[config.mk]
export PLATFORM = sky130hd
export DESIGN_NAME = boost_auto_ctrl
export DESIGN_NICKNAME = d
export VERILOG_FILES = /design/src/rtl/boost_auto_pkg.sv /design/src/rtl/boost_hold_timer.sv /design/src/rtl/boost_ilim_ramp.sv /design/src/rtl/boost_mode_fsm.sv /design/src/rtl/boost_auto_ctrl.sv
export SDC_FILE = /design/constraint.sdc
export NUM_CORES = 1
export LEC_CHECK = 0
export ABC_CLOCK_PERIOD_IN_PS = 7230
export BUFFER_PORTS_ARGS = -buffer_cell sky130_fd_sc_hd__buf_4
export CAP_MARGIN = 20
export CORE_MARGIN = 2
export CORE_UTILIZATION = 30
export DETAILED_ROUTE_END_ITERATION = 8
export GPL_ROUTABILITY_DRIVEN = 0
export PLACE_DENSITY = 0.55
export SLEW_MARGIN = 20
export SYNTH_ARGS = -nofsm -noshare
export SYNTH_HDL_FRONTEND = slang
export SYNTH_SLANG_ARGS = --single-unit
export TNS_END_PERCENT = 5
[constraint.sdc]
create_clock -name clk -period 7.23 [get_ports clk]
set_clock_uncertainty 0.05 [all_clocks]
set_input_delay 0.723 -clock clk [delete_from_list [all_inputs] [get_ports clk]]
set_output_delay 0.723 -clock clk [all_outputs]
set_load 0.01 [all_outputs]
[src/rtl/boost_auto_pkg.sv]
package boost_auto_pkg;

    typedef enum logic [1:0] {
        ST_OFF    = 2'd0,
        ST_BYPASS = 2'd1,
        ST_RAMP   = 2'd2,
        ST_REG    = 2'd3
    } boost_state_e;

endpackage

[src/rtl/boost_hold_timer.sv]
module boost_hold_timer #(
    parameter int HOLD_US = 125000
) (
    input  logic clk,
    input  logic rst_n,
    input  logic clear,
    input  logic tick,
    output logic done
);
    localparam int CNT_W = $clog2(HOLD_US + 1);
    localparam logic [CNT_W-1:0] LIMIT = CNT_W'(HOLD_US);

    logic [CNT_W-1:0] cnt_q;

    always_ff @(posedge clk or negedge rst_n) begin
        if (!rst_n) begin
            cnt_q <= '0;
        end else if (clear) begin
            cnt_q <= '0;
        end else if (tick && (cnt_q != LIMIT)) begin
            cnt_q <= cnt_q + 1'b1;
        end
    end

    assign done = (cnt_q == LIMIT);
endmodule

[src/rtl/boost_ilim_ramp.sv]
module boost_ilim_ramp #(
    parameter int ILIM_W    = 12,
    parameter int RAMP_STEP = 15,
    parameter int ILIM_PEAK = 1600
) (
    input  logic              clk,
    input  logic              rst_n,
    input  logic              run,
    input  logic              tick,
    output logic [ILIM_W-1:0] val
);
    localparam logic [ILIM_W:0] STEP_C = (ILIM_W+1)'(RAMP_STEP);
    localparam logic [ILIM_W:0] PEAK_C = (ILIM_W+1)'(ILIM_PEAK);

    logic [ILIM_W-1:0] val_q;
    logic [ILIM_W:0]   sum;

    always_comb begin
        sum = {1'b0, val_q} + STEP_C;
        if (sum > PEAK_C) begin
            sum = PEAK_C;
        end
    end

    always_ff @(posedge clk or negedge rst_n) begin
        if (!rst_n) begin
            val_q <= '0;
        end else if (!run) begin
            val_q <= '0;
        end else if (tick) begin
            val_q <= sum[ILIM_W-1:0];
        end
    end

    assign val = val_q;
endmodule

[src/rtl/boost_mode_fsm.sv]
module boost_mode_fsm
    import boost_auto_pkg::*;
(
    input  logic         clk,
    input  logic         rst_n,
    input  logic         en,
    input  logic         above,
    input  logic         tick,
    input  logic         vout_ok,
    input  logic         hold_done,
    output boost_state_e state,
    output logic         boost_on,
    output logic         ramp_run
);
    boost_state_e state_q, state_d;

    always_ff @(posedge clk or negedge rst_n) begin
        if (!rst_n) begin
            state_q <= ST_OFF;
        end else begin
            state_q <= state_d;
        end
    end

    always_comb begin
        state_d = state_q;
        if (!en) begin
            state_d = ST_OFF;
        end else begin
            unique case (state_q)
                ST_OFF:    state_d = above ? ST_RAMP : ST_BYPASS;
                ST_BYPASS: if (above) state_d = ST_RAMP;
                ST_RAMP: begin
                    if (!above && hold_done)  state_d = ST_BYPASS;
                    else if (tick && vout_ok) state_d = ST_REG;
                end
                ST_REG: if (!above && hold_done) state_d = ST_BYPASS;
                default: state_d = ST_OFF;
            endcase
        end
    end

    always_comb begin
        state    = state_q;
        boost_on = 1'b0;
        ramp_run = 1'b0;
        unique case (state_q)
            ST_OFF, ST_BYPASS: ;
            ST_RAMP: begin
                boost_on = 1'b1;
                ramp_run = 1'b1;
            end
            ST_REG:  boost_on = 1'b1;
            default: ;
        endcase
    end
endmodule

[src/rtl/boost_auto_ctrl.sv]
module boost_auto_ctrl
    import boost_auto_pkg::*;
#(
    parameter int LVL_W      = 8,
    parameter int LVL_THRESH = 100,
    parameter int VOUT_W     = 8,
    parameter int VREG_CODE  = 200,
    parameter int ILIM_W     = 12,
    parameter int RAMP_STEP  = 15,
    parameter int ILIM_PEAK  = 1600,
    parameter int HOLD_US    = 125000
) (
    input  logic              clk,
    input  logic              rst_n,
    input  logic              en,
    input  logic              us_tick,
    input  logic [LVL_W-1:0]  level_code,
    input  logic [VOUT_W-1:0] vout_code,
    output logic              boost_en,
    output logic [ILIM_W-1:0] ilim_ref
);
    localparam logic [LVL_W-1:0]  TH_C   = LVL_W'(LVL_THRESH);
    localparam logic [VOUT_W-1:0] VREG_C = VOUT_W'(VREG_CODE);
    localparam logic [ILIM_W-1:0] PEAK_C = ILIM_W'(ILIM_PEAK);

    logic         above, vout_ok, hold_done, hold_clr;
    logic         boost_on, ramp_run;
    boost_state_e state;
    logic [ILIM_W-1:0] ramp_val;

    assign above    = level_code > TH_C;
    assign vout_ok  = vout_code >= VREG_C;
    assign hold_clr = !en || !boost_on || above;

    boost_mode_fsm u_fsm (
        .clk       (clk),
        .rst_n     (rst_n),
        .en        (en),
        .above     (above),
        .tick      (us_tick),
        .vout_ok   (vout_ok),
        .hold_done (hold_done),
        .state     (state),
        .boost_on  (boost_on),
        .ramp_run  (ramp_run)
    );

    boost_hold_timer #(.HOLD_US(HOLD_US)) u_hold (
        .clk   (clk),
        .rst_n (rst_n),
        .clear (hold_clr),
        .tick  (us_tick),
        .done  (hold_done)
    );

    boost_ilim_ramp #(
        .ILIM_W    (ILIM_W),
        .RAMP_STEP (RAMP_STEP),
        .ILIM_PEAK (ILIM_PEAK)
    ) u_ramp (
        .clk   (clk),
        .rst_n (rst_n),
        .run   (ramp_run && en),
        .tick  (us_tick),
        .val   (ramp_val)
    );

    always_comb begin
        unique case (state)
            ST_RAMP: ilim_ref = ramp_val;
            ST_REG:  ilim_ref = PEAK_C;
            default: ilim_ref = '0;
        endcase
    end

    assign boost_en = boost_on;
endmodule

; ---- After elaboration in Yosys (flattened, before gate mapping)
; Index checks and enable logic that the tools add are counted.
[word_totals]
register_bits = 31
input_bits = 20
out_inout_bits = 13
[op_classes]
addsub = 2
order_cmp = 3
eq_ne = 9
n_mux = 15
reduce_logical = 13
[op_table]
columns = cell, count
row1 = $mux W12, 3
row2 = $mux W17, 2
row3 = $pmux W12 S2, 1
row4 = $add A17 B1 Y17 const B, 1
row5 = $eq A17 B17 Y1 const B, 1
row6 = $ne A17 B17 Y1 const B, 1
row7 = $add A12 B4 Y13 const B, 1
row8 = $gt A13 B11 Y1 const B, 1
row9 = $mux W2, 6
row10 = $ge A8 B8 Y1 const B, 1
row11 = $gt A8 B7 Y1 const B, 1
row12 = $pmux W2 S4, 1
row13 = $eq A2 B2 Y1 const B, 2
row14 = $logic_and A1 B1 Y1, 4
row15 = $ne A4 B2 Y1 const B, 1
row16 = $logic_not A1 Y1, 3
row17 = $ne A3 B2 Y1 const B, 1
row18 = $ne A3 B3 Y1 const B, 1
row19 = $reduce_and A3 Y1, 1
row20 = $eq A2 B1 Y1 const B, 1
row21 = $logic_not A2 Y1, 1
row22 = $logic_or A1 B1 Y1, 2
row23 = $mux W1, 2
row24 = $ne A2 B2 Y1 const B, 1
row25 = other kinds (2), 2

; ---- Depth between registers and ports, before layout
; Gate-level depths: netlist of run 1.
[depth]
ltp_word = 7
depth_mapped = 10

; ---- Cells and area by module
; Synthesis of run 1 repeated with hierarchy kept, for this count alone.
[hier_totals]
hier_cells = 245
area_unflattened_um2 = 2217.1
[modules_own_cells]
columns = module, instances, cells_per_inst, area_each_um2, seq_area_each_um2
row1 = boost_ilim_ramp, 1, 117, 1019.7, 300.3
row2 = boost_hold_timer, 1, 98, 942.2, 425.4
row3 = boost_auto_ctrl, 1, 20, 145.1, 0.0
row4 = boost_mode_fsm, 1, 10, 110.1, 50.0

; ---- Worst setup path before layout of run 1
; Ideal clock, no wire load.
[synth_path]
path_kind = register -> register
startpoint = reg u_ramp.val_q[0] (netlist: u_ramp.val[0])
endpoint = reg u_ramp.val_q[4] (netlist: u_ramp.val[4])
setup_ns = 0.082
t_arrival_ns = 2.324
slack_ns = 4.774
stages_incl_launch_ff = 11
path_buffers = 1
cell_sequence = dfrtp_1 -> inv_1 -> ha_1 -> nor3b_1 -> nand2_1 -> mux2i_1 -> or3b_1 -> o211ai_2 -> buf_6 -> nand3_1 -> a31oi_1
[synth_via]
elab_chain_len = 5
[synth_rtl]
columns = item, line
row1 = "start, declared", boost_ilim_ramp.sv:15  ; logic [ILIM_W-1:0] val_q;
row2 = "start signal, assigned", boost_ilim_ramp.sv:31  ; val_q <= sum[ILIM_W-1:0];
row3 = $add A12 B4 Y13 *, boost_ilim_ramp.sv:19  ; sum = {1'b0, val_q} + STEP_C;
row4 = $gt A13 B11 Y1, boost_ilim_ramp.sv:20  ; if (sum > PEAK_C) begin
row5 = $mux W12 *, boost_ilim_ramp.sv:20
row6 = $mux W12 *, boost_ilim_ramp.sv:30  ; end else if (tick) begin
row7 = $mux W12 *, boost_ilim_ramp.sv:28  ; end else if (!run) begin
; Every way passes the cells marked *; elsewhere a longest branch is shown, timed or not. The select of a mux whose other input is x is not followed.
; A chain may end at the register's enable or synchronous reset.

; ---- Worst setup path after layout of run 1
[layout_path]
startpoint = reg u_ramp.val_q[0] (netlist: u_ramp.val[0])
endpoint = reg u_ramp.val_q[8] (netlist: u_ramp.val[8])
; The elaborated chain is that of the path after synthesis.

==> results.cfg, run 1 <==
[run_status]
status = finished, final reports clean

[power]
powerDensity_nw_per_um2 = 156.5
power.leakage_nw = 0.9592
total_power_mw = 0.3753
irDropWorstVdd_mv = 0.1218

[cells_and_area]
post-route-util_pct = 35.70
post-route-cell-area_sq_um = 2399
final_nets = 291
layout-drive-gt1-share_pct = 16.04
area_growth_pct = 16.18
antennaDiodeCount = 0

[global_routing]
grt_overflow_total = 0
grtUsageMet2_pct = 21.93
grtUsageMet3_pct = 2.654
busiest_layer = met2
track_usage_pct = 13.37
grt_max_degree = 32
grtUsageMet1_pct = 17.82
antenna_found_initial = 0
grt_pass1_wl_um = 8107
grt_pass1_vias = 1731

[yosys]
syn_inst = 247
synth.distinct_cells = 47
synthFlopType = dfrtp_1
ys_warn_count = 0
yosys.area_share.simple_pct = 33.33
synth_top_family_by_area = simple AND/OR/NAND/NOR gates
synth.net_count = 271
yosysSeqAreaShare_pct = 37.58
synth_fa_ha_area_share_pct = 2.424
syn_avg_cell_area_sq_um = 8.358
ys_async_sr_fraction_pct = 100.0
synth_compound_area_share_pct = 13.64
synth-xor-area-share_pct = 6.364
syn-cell-area_sq_um = 2064
synth-edff-count = 0
ys_ff_latch = 31
synthMuxAreaShare_pct = 0.9697

[clock_network]
post_cts_buffers = 0
hold_buffers = 0
cts_sinks = 31
cts_buffers = 5
clk_path_buf_depth = 2
clock-root-buffer = clkbuf_8
clk_pin_slew_ps = 70
cts_htree_levels = 2
clock_latency_ps = 280
cts_tree = done
cts_resized = 0

[route]
drt-wirelength-per-cell_um = 13.55
drc = 0
postRouteAntennaNets = 0
vias = 1795
viasPerCell = 5.158
drtIter0Drc = 93
dr.pass1.iters = 5
routed_wl_um = 4717

[critical_path]
critPathMaxFanout = 14
critPathKind = flip-flop to flip-flop
cp-startpoint = u_ramp.val[0]
ff2ff_setup_slack_ps = 4220
crit_arrival_ps = 3160
r2r_end = u_ramp.val[8]
reg2regPathDepth = 9
critical_path_required_ps = 7380
r2r_start = u_ramp.val[0]
worst_setup_path_end_kind = flip-flop
startpoint_type = flip-flop

[placement]
dpl.hpwl_um = 3256
portBuffers = 29
post_dp_cell_area_sq_um = 2298

[sta]
finalCritPeriodShare_pct = 41.66
finalCriticalPeriod_ps = 3012
slew_violations = 0
setup_tns_ps = 0
rsz0062_at_grt = false
tightest_slew_ps = 662.2
relSlewSlack_pct = 55.77
fmax_mhz = 332.0
finalSetupViolCount = 0
final-hold-violation-count = 0

[floorplan]
initial_core_util_pct = 30.73
dieArea_sq_um = 7561
rows = 30
coreArea_sq_um = 6719
fp.dieH_um = 86.96
io_pins = 33
die_x_um = 86.96

[worst_hold_path]
hold_class = primary input to asynchronous set/reset pin

[run]
drv_cap = 0
-- worst max-delay path, cell delays in order, from the launching register on --
cell      delay [ps]
dfrtp_1          450
inv_1            110
ha_1             290
nor3b_1          530
nand2_1          120
mux2i_1          340
or3b_1           410
o211ai_2         250
o211ai_1         190
a31oi_1          190
-- per-layer routing --
layer / share of wire [%] / routed length (um)
met1: 48 / 2245
met5: 0 / 0
met3: 3.9 / 186
met2: 47 / 2239
met4: 0.95 / 45
-- layout by cell type, fill, tap and decap left out, types with 2 or more instances in the layout --
cell and n:
xor2_1 5, nand3_1 21, nor3_1 7, o211ai_1 3
ha_1 4, or3_1 4, a31oi_1 8, mux2i_1 2
dfrtp_1 31, nor2_1 29, o21ai_0 7, nand2_1 16
and2_1 11, nor2b_1 5, and3_1 2, buf_4 29
nor3b_1 3, a21oi_1 9, clkbuf_8 7, nand4_1 8
xnor2_1 10, a211oi_1 2, o21a_1 3, and4_1 2
inv_1 9, nor4_1 2, nand2b_1 9
-- per-stage QoR --
| stage | cells | hold slack (ps) | setup slack, ps |
|---|---|---|---|
| CTS | 348 | 340.2 | 4243 |
| global route | 348 | 363.2 | 3940 |
| detailed placement | 340 | 484.7 | 4264 |
| floorplan | 247 | 377.4 | 4774 |
| finish | 348 | 314.9 | 4218 |
| global placement | 340 | 474.4 | 4304 |
-- logic make-up after synthesis --
group           after synthesis
flops                        31
simple gates                128
fa+ha+maj                     4
xor+xnor                     15
compound gates               42
buf+inv                      25
mux                           2
-- layout make-up --
| class | count | area, sq um |
|---|---|---|
| Sequential cell | 31 | 775.7 |
| Timing Repair Buffer | 29 | 217.7 |
| Multi-Input combinational cell | 191 | 1171 |
| Tap cell | 80 | 100.1 |
| Fill cell | 712 | 4320 |
| Clock buffer | 8 | 100.1 |
| Inverter | 9 | 33.78 |
-- worst max-delay path by stage --
stage / to / cells past startpoint
after global placement: u_ramp.val[8] / 9
after CTS: u_ramp.val[8] / 9
after global routing: u_ramp.val[8] / 9
after floorplan: u_ramp.val[4] / 10
final: u_ramp.val[8] / 9
after detailed placement: u_ramp.val[8] / 9
-- synthesized netlist by cell type (2+ instances only) --
library cell | instances | area, sq um
and2_1 | 11 | 68.82
a21oi_1 | 9 | 45.04
and3_1 | 2 | 12.51
o211ai_1 | 3 | 22.52
nand2_1 | 16 | 60.06
a31oi_1 | 8 | 50.05
inv_1 | 9 | 33.78
nor4_1 | 2 | 12.51
o21a_1 | 3 | 22.52
or3_1 | 4 | 25.02
nor3b_1 | 3 | 22.52
xnor2_1 | 10 | 87.58
nor3_1 | 7 | 35.03
nand3_1 | 21 | 105.1
a211oi_1 | 2 | 15.01
xor2_1 | 5 | 43.79
nand4_1 | 8 | 50.05
dfrtp_1 | 31 | 775.7
clkbuf_1 | 12 | 45.04
nor2b_1 | 5 | 31.28
o21ai_0 | 7 | 35.03
and4_1 | 2 | 17.52
nor2_1 | 29 | 108.9
ha_1 | 4 | 50.05
buf_6 | 3 | 33.78
nand2b_1 | 9 | 56.30
mux2i_1 | 2 | 20.02
-- flip-flops by register name, indices dropped and copies added (netlist names) --
name / flops
u_fsm.state: 2
u_hold.cnt_q: 17
u_ramp.val: 12
-- power by group --
part | switching [mW] | total (mW) | leakage [nW] | internal [mW]
clock | 0.0666 | 0.154 | 0.0515 | 0.0869
combinational | 0.0234 | 0.0415 | 0.478 | 0.0181
sequential | 0.00477 | 0.180 | 0.429 | 0.176
Power figures use the tool's default switching activity.
==> inputs of run 2 (changes only) <==
--- a/config.mk
+++ b/config.mk
@@ -5,14 +5,14 @@
 export SDC_FILE = /design/constraint.sdc
 export NUM_CORES = 1
 export LEC_CHECK = 0
-export ABC_CLOCK_PERIOD_IN_PS = 7230
+export ABC_CLOCK_PERIOD_IN_PS = 2650
 export BUFFER_PORTS_ARGS = -buffer_cell sky130_fd_sc_hd__buf_4
 export CAP_MARGIN = 20
 export CORE_MARGIN = 2
 export CORE_UTILIZATION = 30
 export DETAILED_ROUTE_END_ITERATION = 8
 export GPL_ROUTABILITY_DRIVEN = 0
-export PLACE_DENSITY = 0.55
+export PLACE_DENSITY = 0.56
 export SLEW_MARGIN = 20
 export SYNTH_ARGS = -nofsm -noshare
 export SYNTH_HDL_FRONTEND = slang
==> constraint.sdc (replaced) <==
create_clock -name clk -period 2.65 [get_ports clk]
set_clock_uncertainty 0.05 [all_clocks]
set_input_delay 0.265 -clock clk [delete_from_list [all_inputs] [get_ports clk]]
set_output_delay 0.265 -clock clk [all_outputs]
set_load 0.01 [all_outputs]
==> run 2 against run 1 <==
  * Sequential share of layout area fell by 2.1 points
  * Clock-buffer cell count fell by 2
  * Worst setup slack got worse by 4100 ps
  * Via count rose by 3.7%
  * Power rose to 3.0 times the previous value
  * Maximum frequency rose by 18%
  * Wire length rose by 5.9%
  * Die area did not move
  * Sequential power rose to 2.7 times the previous value
  * Register-to-register slack got worse by 4100 ps
==> results.cfg, run 2 (synthesized netlist as in run 1, its figures left out) <==
[critical_path]
startpoint_type = flip-flop
worst_setup_path_end_kind = flip-flop
critPathKind = flip-flop to flip-flop
crit_arrival_ps = 2700
critical_path_required_ps = 2800
critPathMaxFanout = 7

[power]
total_power_mw = 1.114
powerDensity_nw_per_um2 = 433.8
seqPwrFrac_pct = 43.8
p_comb_share_pct = 12.3
swShare_pct = 23.82
p_int_mw = 0.8485
p_sw_mw = 0.2653
pwr-share-clk_pct = 43.9
power.leakage_nw = 1.044
irDropWorstVdd_mv = 0.1839

[clock_network]
clock-root-buffer = clkbuf_8
cts_sinks = 31
clk_pin_slew_ps = 70
cts_tree = done
clk_path_buf_depth = 2
cts_htree_levels = 2
clock_latency_ps = 280
cts_buffers = 5

[global_routing]
grt_max_degree = 32
grt_overflow_total = 0
grt_pass1_vias = 1834
track_usage_pct = 14.00
grt_pass1_wl_um = 8507
busiest_layer = met2
grtUsageMet1_pct = 17.64
antenna_found_initial = 0
grtUsageMet3_pct = 3.507
grtUsageMet2_pct = 23.53

[route]
viasPerCell = 5.113
drt-wirelength-per-cell_um = 13.72
routed_wl_um = 4993
drtIter0Drc = 64
postRouteAntennaNets = 0
drc = 0
vias = 1861
dr.pass1.iters = 4

[cells_and_area]
largest_register_ff_count = 17
regMostFlops = u_hold.cnt_q
layout-drive-gt1-share_pct = 22.18
mostFrequentLayoutCell = buf_4
layout_common_cells = 43 x buf_4, 30 x dfrtp_1, 29 x nor2_1, 21 x nand3_1, 16 x nand2_1
post-route-util_pct = 38.21
final_nets = 307
antennaDiodeCount = 0
area_growth_pct = 24.36

[run]
drv_cap = 0

[floorplan]
dieArea_sq_um = 7561
fp.dieH_um = 86.96
coreArea_sq_um = 6719
die_x_um = 86.96
initial_core_util_pct = 30.73
io_pins = 33
rows = 30

[sta]
finalCritPeriodShare_pct = 96.35
fmax_mhz = 391.6
relSlewSlack_pct = 55.79
finalSetupViolCount = 0
final-hold-violation-count = 0
finalCriticalPeriod_ps = 2553
slew_violations = 0
tightest_slew_ps = 661.4

[worst_hold_path]
hold_class = primary input to flip-flop

[placement]
dpl.hpwl_um = 3458
portBuffers = 29

[run_status]
status = finished, final reports clean
## run 2: worst paths after layout
path                                   from                to  slack, ps  depth (start not counted)
max                           u_ramp.val[0]     u_ramp.val[3]        100                         10
min                                      en    u_fsm.state[0]        180                          2
max reg2reg                   u_ramp.val[0]     u_ramp.val[3]        100                         10
min reg2reg                u_hold.cnt_q[16]  u_hold.cnt_q[16]        500                          2
max in group asynchronous             rst_n     u_ramp.val[8]       1820                          2
min in group asynchronous             rst_n    u_ramp.val[10]        400                          2
## run 2: layout make-up
type | instances | area (sq um)
repair buffers | 44 | 332.8
clock inverters | 2 | 35.03
inverters | 9 | 33.78
well taps | 80 | 100.1
flip-flops and latches | 31 | 777.0
clock buffers | 6 | 82.58
multi-input cells | 192 | 1206
fillers | 713 | 4151
## run 2: layer usage
| layer | routed length (um) | vias to the layer above | part of all wire (%) |
|---|---|---|---|
| li1 | - | 945 | - |
| met1 | 2298 | 889 | 46 |
| met2 | 2504 | 23 | 50 |
| met3 | 155 | 4 | 3.1 |
| met4 | 35 | 0 | 0.70 |
| met5 | 0 | - | 0 |
## run 2: critical path, cell delays in order (launching register included)
cell and delay (ps):
dfrtp_1 450, inv_1 100, ha_1 210, nor3b_1 330, nand2_1 100, mux2i_1 230, or3b_1 470, o211ai_2 110
buf_4 170, nand3_1 70, a31oi_1 170
## run 2: power by group through the flow
stage / registers (mW) / logic (mW) / clock network [mW]
after global routing: 0.490 / 0.153 / 0.520
final: 0.488 / 0.137 / 0.489
after floorplan: 0.493 / 0.0764 / 0
after detailed placement: 0.497 / 0.137 / 0
after global placement: 0.497 / 0.135 / 0
after CTS: 0.488 / 0.138 / 0.506
## run 2: timing repair
item                                    in CTS  in global routing
hold buffers                                 1                  0
buffers inserted                             0                  2
gates resized for setup                      0                  6
endpoints found under the hold margin       31                  0
endpoints found under the setup margin       0                  8
## run 2: metrics by stage
stage               setup WS (ps)  TNS (ps)  cells  cell area (sq um)  hold WS (ps)
floorplan                   194.2         0    247               2064        -80.59
global placement            141.1         0    352               2389         184.3
detailed placement          77.18         0    352               2389         188.3
CTS                         73.41         0    361               2516         171.5
global route               -30.31    -117.6    364               2567         192.9
finish                      96.65         0    364               2567         182.3
==> inputs of run 3 (changes only) <==
--- a/config.mk
+++ b/config.mk
@@ -6,13 +6,12 @@
 export NUM_CORES = 1
 export LEC_CHECK = 0
 export ABC_CLOCK_PERIOD_IN_PS = 2650
-export BUFFER_PORTS_ARGS = -buffer_cell sky130_fd_sc_hd__buf_4
 export CAP_MARGIN = 20
-export CORE_MARGIN = 2
 export CORE_UTILIZATION = 30
 export DETAILED_ROUTE_END_ITERATION = 8
+export DONT_BUFFER_PORTS = 1
 export GPL_ROUTABILITY_DRIVEN = 0
-export PLACE_DENSITY = 0.56
+export PLACE_DENSITY = 0.52
 export SLEW_MARGIN = 20
 export SYNTH_ARGS = -nofsm -noshare
 export SYNTH_HDL_FRONTEND = slang
==> run 3 against run 2 <==
  * Maximum frequency up 3.3%
  * Combinational power decreased by 18%
  * Flip-flop and latch count unchanged
  * Critical path depth down 1
  * Cell area is 9.4% lower
  * Power decreased by 12%
  * Register-to-register slack improved by 80 ps
==> results.cfg, run 3 (synthesized netlist as in run 1, its figures left out) <==
[run_status]
status = finished, final reports clean

[worst_hold_path]
min_to = u_fsm.state[1]
worstHoldPathCells = 1
min-delay-start = en
hold_class = primary input to flip-flop

[cells_and_area]
final_nets = 278
regMostFlops = u_hold.cnt_q
area_growth_pct = 12.73
antennaDiodeCount = 0
layout_common_cells = 31 x dfrtp_1, 29 x nor2_1, 21 x nand3_1, 16 x nand2_1, 12 x buf_4
instances_no_fill = 331
largest_register_ff_count = 17
layout-drive-gt1-share_pct = 12.20
mostFrequentLayoutCell = dfrtp_1

[floorplan]
io_pins = 33
initial_core_util_pct = 31.79
fp.dieH_um = 84.96
die_x_um = 84.96
rows = 29
dieArea_sq_um = 7217
coreArea_sq_um = 6495

[critical_path]
worst_setup_path_end_kind = flip-flop
r2r_start = u_ramp.val[0]
startpoint_type = flip-flop
critPathMaxStageDelay_ps = 470
path_cells = inv_1, ha_2, or3b_2, a31o_2, a21oi_1, o21ai_2, o211ai_2, nand3_1, a31oi_1
ff2ff_setup_slack_ps = 180
critical_path_required_ps = 2800
critPathMaxFanout = 7
critPathKind = flip-flop to flip-flop
reg2regPathDepth = 9
cpLargestDelayFamily = compound AO/OA/AOI/OAI gates
slowest_stage = or3b_2
crit_arrival_ps = 2620
worst-path-buf-inv = 1
r2r_end = u_ramp.val[7]

[clock_network]
clk_pin_slew_ps = 70
clock-root-buffer = clkbuf_8
clk_path_buf_depth = 2
cts_buffers = 5
cts_htree_levels = 2
cts_sinks = 31
clock_latency_ps = 280
cts_tree = done

[route]
dr.pass1.iters = 6
routed_wl_um = 4752
drtIter0Drc = 100
vias = 1771
viasPerCell = 5.350
drc = 0
postRouteAntennaNets = 0
drt-wirelength-per-cell_um = 14.36

[power]
irDropWorstVdd_mv = 0.1607
total_power_mw = 0.9831
powerDensity_nw_per_um2 = 422.5
power.leakage_nw = 0.8912

[sta]
finalSetupViolCount = 0
tightest_slew_ps = 687.1
setup_tns_ps = 0
final-hold-violation-count = 0
finalCriticalPeriod_ps = 2473
finalCritPeriodShare_pct = 93.31
setup_slack_ps = 177.4
slew_violations = 0
fmax_mhz = 404.4
rsz0062_at_grt = false
relSlewSlack_pct = 54.07

[global_routing]
grt_max_degree = 32
grt_pass1_wl_um = 8231
antenna_found_initial = 0
grt_pass1_vias = 1683
track_usage_pct = 14.29
grt_overflow_total = 0

[placement]
portBuffers = 0
pre_cts_slack_ps = 42.76
dpl.hpwl_um = 3285
dp.cells = 320

[run]
drv_cap = 0
## run 3: final cells by class
class                           count  area, sq um
Multi-Input combinational cell    192         1204
Clock inverter                      1        5.005
Sequential cell                    31        775.7
Tap cell                           77        96.34
Timing Repair Buffer               15        130.1
Clock buffer                        6        82.58
Fill cell                         686         4168
Inverter                            9        33.78
## run 3: stage by stage
step | utilization, % | hold WS (ps) | instance area, sq um
floorplan | - | -80.59 | 2064
global placement | 33.37 | -79.65 | 2167
detailed placement | 33.37 | -79.49 | 2167
CTS | 35.33 | 65.37 | 2295
global route | 35.83 | 65.57 | 2327
finish | 35.83 | 69.82 | 2327
## run 3: worst max-delay path by stage
stage	slack (ps)	from	depth (start not counted)	to
6_report	180	u_ramp.val[0]	9	u_ramp.val[7]
3_5_place_dp	40	u_ramp.val[0]	9	u_ramp.val[3]
2_1_floorplan	190	u_ramp.val[0]	10	u_ramp.val[4]
4_1_cts	30	u_ramp.val[0]	9	u_ramp.val[3]
3_3_place_gp	80	u_ramp.val[0]	9	u_ramp.val[3]
5_1_grt	30	u_ramp.val[0]	9	u_ramp.val[5]
## run 3: what timing repair did
action                                 in CTS  in global routing
gates resized for setup                     0                  5
endpoints found under the hold margin      32                  0
setup buffers                               0                  0
setup endpoints to repair                   0                  8
hold buffers                                3                  0
## run 3: metal layers
metal / GRT usage, % / vias to the layer above / routed length, um
met5: 0 / - / 0
met3: 2.626 / 5 / 140
met2: 24.41 / 24 / 2354
li1: - / 885 / -
met1: 18.42 / 857 / 2215
met4: 4.160 / 0 / 42
## run 3: report_power, final
part	total [mW]	leakage [nW]	internal (mW)	switching (mW)
combinational	0.112	0.415	0.0487	0.0630
sequential	0.488	0.429	0.479	0.00913
clock	0.383	0.0470	0.204	0.180
total	0.983	0.891	0.731	0.252
